===== src/rtl/addsub_flags.sv =====
module addsub_flags #(
  parameter int WIDTH = 8
) (
  input  logic [WIDTH-1:0] op_a,
  input  logic [WIDTH-1:0] op_b,
  input  logic             sub_en,
  output logic [WIDTH-1:0] result,
  output logic             carry_out,
  output logic             ovf_unsigned,
  output logic             ovf_signed,
  output logic             true_sign
);
  localparam int MSB = WIDTH - 1;

  logic [WIDTH-1:0] b_eff;
  logic [WIDTH:0]   cy;

  assign b_eff = op_b ^ {WIDTH{sub_en}};
  assign cy[0] = sub_en;

  for (genvar i = 0; i < WIDTH; i++) begin : g_stage
    assign result[i] = op_a[i] ^ b_eff[i] ^ cy[i];
    assign cy[i+1]   = (op_a[i] & b_eff[i]) | (cy[i] & (op_a[i] ^ b_eff[i]));
  end

  assign carry_out    = cy[WIDTH];
  assign ovf_unsigned = cy[WIDTH] ^ sub_en;
  assign ovf_signed   = cy[WIDTH] ^ cy[MSB];
  assign true_sign    = op_a[MSB] ^ b_eff[MSB] ^ cy[WIDTH];

  always_comb begin
    // corrected sign relative to stored MSB
    a_r7_sign_fix: assert (true_sign == (result[MSB] ^ ovf_signed));
    // signed overflow only when effective operands agree in sign and result differs
    a_r5_sovf_shape: assert (!ovf_signed ||
                             ((op_a[MSB] == b_eff[MSB]) && (result[MSB] != op_a[MSB])));
    // unsigned flag matches magnitude comparison
    a_r4_uovf_mag: assert (ovf_unsigned == (sub_en ? (op_a < op_b) : (result < op_a)));
    // equal operands subtract to zero with carry set
    a_r2_self_sub: assert (!(sub_en && (op_a == op_b)) || ((result == '0) && carry_out));
  end
endmodule


===== config.mk =====
export PLATFORM = sky130hd
export DESIGN_NAME = addsub_flags
export DESIGN_NICKNAME = d
export VERILOG_FILES = /design/src/rtl/addsub_flags.sv
export SDC_FILE = /design/constraint.sdc
export NUM_CORES = 1
export LEC_CHECK = 0
export ABC_AREA = 1
export ABC_CLOCK_PERIOD_IN_PS = 10800
export BUFFER_PORTS_ARGS = -buffer_cell sky130_fd_sc_hd__clkbuf_2
export CAP_MARGIN = 10
export CELL_PAD_IN_SITES_DETAIL_PLACEMENT = 1
export CELL_PAD_IN_SITES_GLOBAL_PLACEMENT = 1
export CORE_AREA = 8 8 45 47
export DETAILED_ROUTE_END_ITERATION = 16
export DIE_AREA = 0 0 53 55
export PLACE_DENSITY_LB_ADDON = 0.15
export SLEW_MARGIN = 20
export SYNTH_ARGS = -nofsm -noshare
export SYNTH_HDL_FRONTEND = slang
export SYNTH_SLANG_ARGS = --single-unit

===== constraint.sdc =====
create_clock -name vclk -period 10.8
set_input_delay 0.54 -clock vclk [all_inputs]
set_output_delay 0.54 -clock vclk [all_outputs]
set_load 0.02 [all_outputs]

[Word-level counts from Yosys, hierarchy flattened]
Cells that the tools add are included.
Word-level totals
  register bits after elaboration: 0
  input port bits: 17
Operators by class
  bitwise gates (word level): 44
Operator list (number)
  $xor 1x1->1: 19
  $and 1x1->1: 16
  $or 1x1->1: 8
  $xor 8x8->8: 1

[Depth between registers and ports, before layout]
  depth in word-level cells: 19
  depth in mapped cells: 12
  depth with buffers taken out: 12

[Least setup slack after synthesis]
OpenSTA, ideal clock, no wires.
  kind: in2out
  from: input port sub_en
  to: output port ovf_unsigned
  cell stages on the path: 11
  path slack: 6381 ps
  arrival time: 3879 ps
  cells stage by stage: buf_6 xor2_1 fa_1 inv_1 fa_1 fa_1 fa_1 fa_1 fa_1 fa_1 xnor2_1
On the way
  longest elaborated chain between the ends: 19
  elaborated cells between the ends (all ways): 34
  those cells by class: 34 x bitwise
RTL lines
  from (decl): RTL line 6  | input logic sub_en,
  $xor 8x8->8: RTL line 18  | assign b_eff = op_b ^ {WIDTH{sub_en}};
  $xor 1x1->1: RTL line 23  | assign cy[i+1] = (op_a[i] & b_eff[i]) | (cy[i] & (op_a[i] ^ b_eff[i]));
  $and 1x1->1: RTL line 23
  $or 1x1->1: RTL line 23
  $and 1x1->1: RTL line 23
  $or 1x1->1: RTL line 23
  $and 1x1->1: RTL line 23
  $or 1x1->1: RTL line 23
  [3 not listed]
  $or 1x1->1: RTL line 23
  $and 1x1->1: RTL line 23
  $or 1x1->1: RTL line 23
  $and 1x1->1: RTL line 23
  $or 1x1->1: RTL line 23
  $and 1x1->1: RTL line 23
  $or 1x1->1: RTL line 23
  $xor 1x1->1 *: RTL line 27  | assign ovf_unsigned = cy[WIDTH] ^ sub_en;
  to (decl): RTL line 9  | output logic ovf_unsigned,
Mark *: on every way between the ends. The rest lies on a longest branch, timed or not.

[Final worst setup path]
  from: input port sub_en
  to: output port ovf_signed
On the way
  longest elaborated chain between the ends: 19
  elaborated cells between the ends (all ways): 34
  those cells by class: 34 x bitwise
RTL lines
  $xor 8x8->8: RTL line 18
  $xor 1x1->1: RTL line 23
  $and 1x1->1: RTL line 23
  $or 1x1->1: RTL line 23
  $and 1x1->1: RTL line 23
  $or 1x1->1: RTL line 23
  $and 1x1->1: RTL line 23
  $or 1x1->1: RTL line 23
  [3 not listed]
  $or 1x1->1: RTL line 23
  $and 1x1->1: RTL line 23
  $or 1x1->1: RTL line 23
  $and 1x1->1: RTL line 23
  $or 1x1->1: RTL line 23
  $and 1x1->1: RTL line 23
  $or 1x1->1: RTL line 23
  $xor 1x1->1 *: RTL line 28  | assign ovf_signed = cy[WIDTH] ^ cy[MSB];
  to (decl): RTL line 10  | output logic ovf_signed,
Marked as above.

==> metrics <==
status=completed; Final Setup Violations=0; Hold-fix buffers, CTS=0; Post-CTS Setup Inserts=0; Yosys Warn Count=0; MaxCap Viol Count=0; top cells by area, synth=fa_1 42%, inv_1 19%, xnor2_1 16%, nand2_1 15%, xor2_1 4.6%; Cells on Worst Hold Path=3; Slowest cell on crit path=fa_1; PwrDens=93.0 mW/mm2; Seq Cell Count=0; dpl ws=6.05 ns; register area=0 um2; DR WL met3=110 um; initial core utilization=27.7%; fmax=212 MHz; hold slack=1.49 ns; type of element capturing the critical path=primary output; largest net degree at the start of global routing=14; Die Span Y=55 um; I/O pins=29; Post-Syn Instances=53; syn avg cell area=7.22 um2; Vias=389; routed length on met2=550 um; Final nets=108; Syn Nets=78; Die X-Extent=53 um; starting DRC count in detailed routing=3; total design power=0.0499 mW; area grow syn2layout=40.2%; Worst Tran Pin Value=0.330 ns; synthesized area=383 um2; Detailed Routing Iterations Pass 1=2; vias in the first global route=412; most used cell, CP=fa_1; CP arrival=4.17 ns; Synth area leader=fa_1; Seq/Total Area, Yosys=0%; Static Leak=0.346 nW; Post-Route WL=980 um; drt wl/cell=10.1 um; setup tns final=0 ns; first-pass GRT wire length=1.66 mm; Vias per Instance=4.01; number of routed nets with antenna violations=0; CP Max Fanout=13; fraction of final layout cells sized beyond drive strength 1=35.8%; cell with the most instances after synthesis=inv_1; Final min period=4.71 ns; grt total ovfl=0; HPWL after DPL=966 um; DRC errors left=0; RSZ-0062 raised after global routing=false; Post-CTS Resized=0; Final Max Slew Viols=0; # rows=14; initial antenna violation count=0; # clk buffers=0; min-delay worst type=in -> out; CP Launch Type=input port; Port-buffer cells=29; Synth top area share=41.8%; DR top layer=met3; routed length on met1=319 um; n_diodes=0; DIE AREA=0.00292 mm2; largest stage delay on the critical path=0.46 ns; routability cong.=0.655; Worst EP required=10.26 ns; Worst VDD drop=39.3 uV; total track usage=6.97%; hold path start=op_a[1]; Finished Layout Cells=97; Max-slew headroom=78.0%; synth unique cells=7; total core area=0.00138 mm2; synth cell count leaders=19 x inv_1, 15 x nand2_1, 8 x fa_1; Crit Path Category=in -> out; period utilization=43.6%; Critical Path, Cell by Cell=clkbuf_2 -> nand2_1 -> o21ai_0 -> fa_1 -> inv_1 -> fa_1 -> fa_1 -> fa_1 -> fa_1 -> fa_1 -> fa_1 -> xor2_1 -> clkbuf_2; final hold vios=0; placed cell count=97; Worst Slack Setup Final=6.09 ns; Endpoint, Worst Hold=result[1]
final cells by class:
type | instances | area, um2
Timing Repair Buffer | 29 | 145
Inverter | 19 | 71.3
Tap cell | 16 | 20.0
Multi-Input combinational cell | 33 | 300
Fill cell | 197 | 847
layout by cell type, fill, tap and decap left out:
cell | Yosys | layout
clkbuf_2 | 0 | 29
fa_1 | 8 | 8
inv_1 | 19 | 19
nand2_1 | 15 | 15
o21ai_0 | 1 | 1
xnor2_1 | 7 | 7
xor2_1 | 2 | 2
cells by family (layout without fill, tap and decap cells):
kind of cell / after synthesis / in the layout / synth area share, %
buffers and inverters: 20 / 48 / 21.6
AND/OR/NAND/NOR: 15 / 15 / 14.7
XOR/XNOR: 9 / 9 / 20.6
adder cells (fa/ha/maj): 8 / 8 / 41.8
AO/OA/AOI/OAI: 1 / 1 / 1.31
critical path: cells and delay by family:
| kind | cells | cell delay (ns) |
|---|---|---|
| AO/OA/AOI/OAI | 1 | 0.13 |
| XOR/XNOR | 1 | 0.18 |
| adder cells (fa/ha/maj) | 7 | 2.69 |
| buffers and inverters | 3 | 0.53 |
| AND/OR/NAND/NOR | 1 | 0.11 |
where the power goes:
group | internal (mW) | switching, mW | leakage [nW] | total [mW]
sequential | 0 | 0 | 0 | 0
combinational | 0.0184 | 0.0315 | 0.346 | 0.0499
clock | 0 | 0 | 0 | 0
total | 0.0184 | 0.0315 | 0.346 | 0.0499
metrics by stage:
step | cell area, um2 | utilization [%]
global placement | 537 | 38.8
CTS | 537 | 38.8
finish | 537 | 38.8
detailed placement | 537 | 38.8
global route | 537 | 38.8
floorplan | 383 | -
layer usage:
metal	up-vias	GRT usage, %
li1	195	-
met1	179	7.69
met2	15	13.9
met3	0	1.60
met4	0	0
met5	-	0
worst max-delay path by stage:
| stage | start | end | slack (ns) | depth (start not counted) |
|---|---|---|---|---|
| after floorplan | sub_en | ovf_unsigned | 6.38 | 11 |
| after global placement | sub_en | ovf_signed | 6.15 | 12 |
| after detailed placement | sub_en | ovf_signed | 6.05 | 13 |
| after CTS | sub_en | ovf_signed | 6.04 | 13 |
| after global routing | sub_en | ovf_signed | 5.88 | 13 |
| final | sub_en | ovf_signed | 6.09 | 13 |
Note: power is estimated with default switching activity, not from simulation.
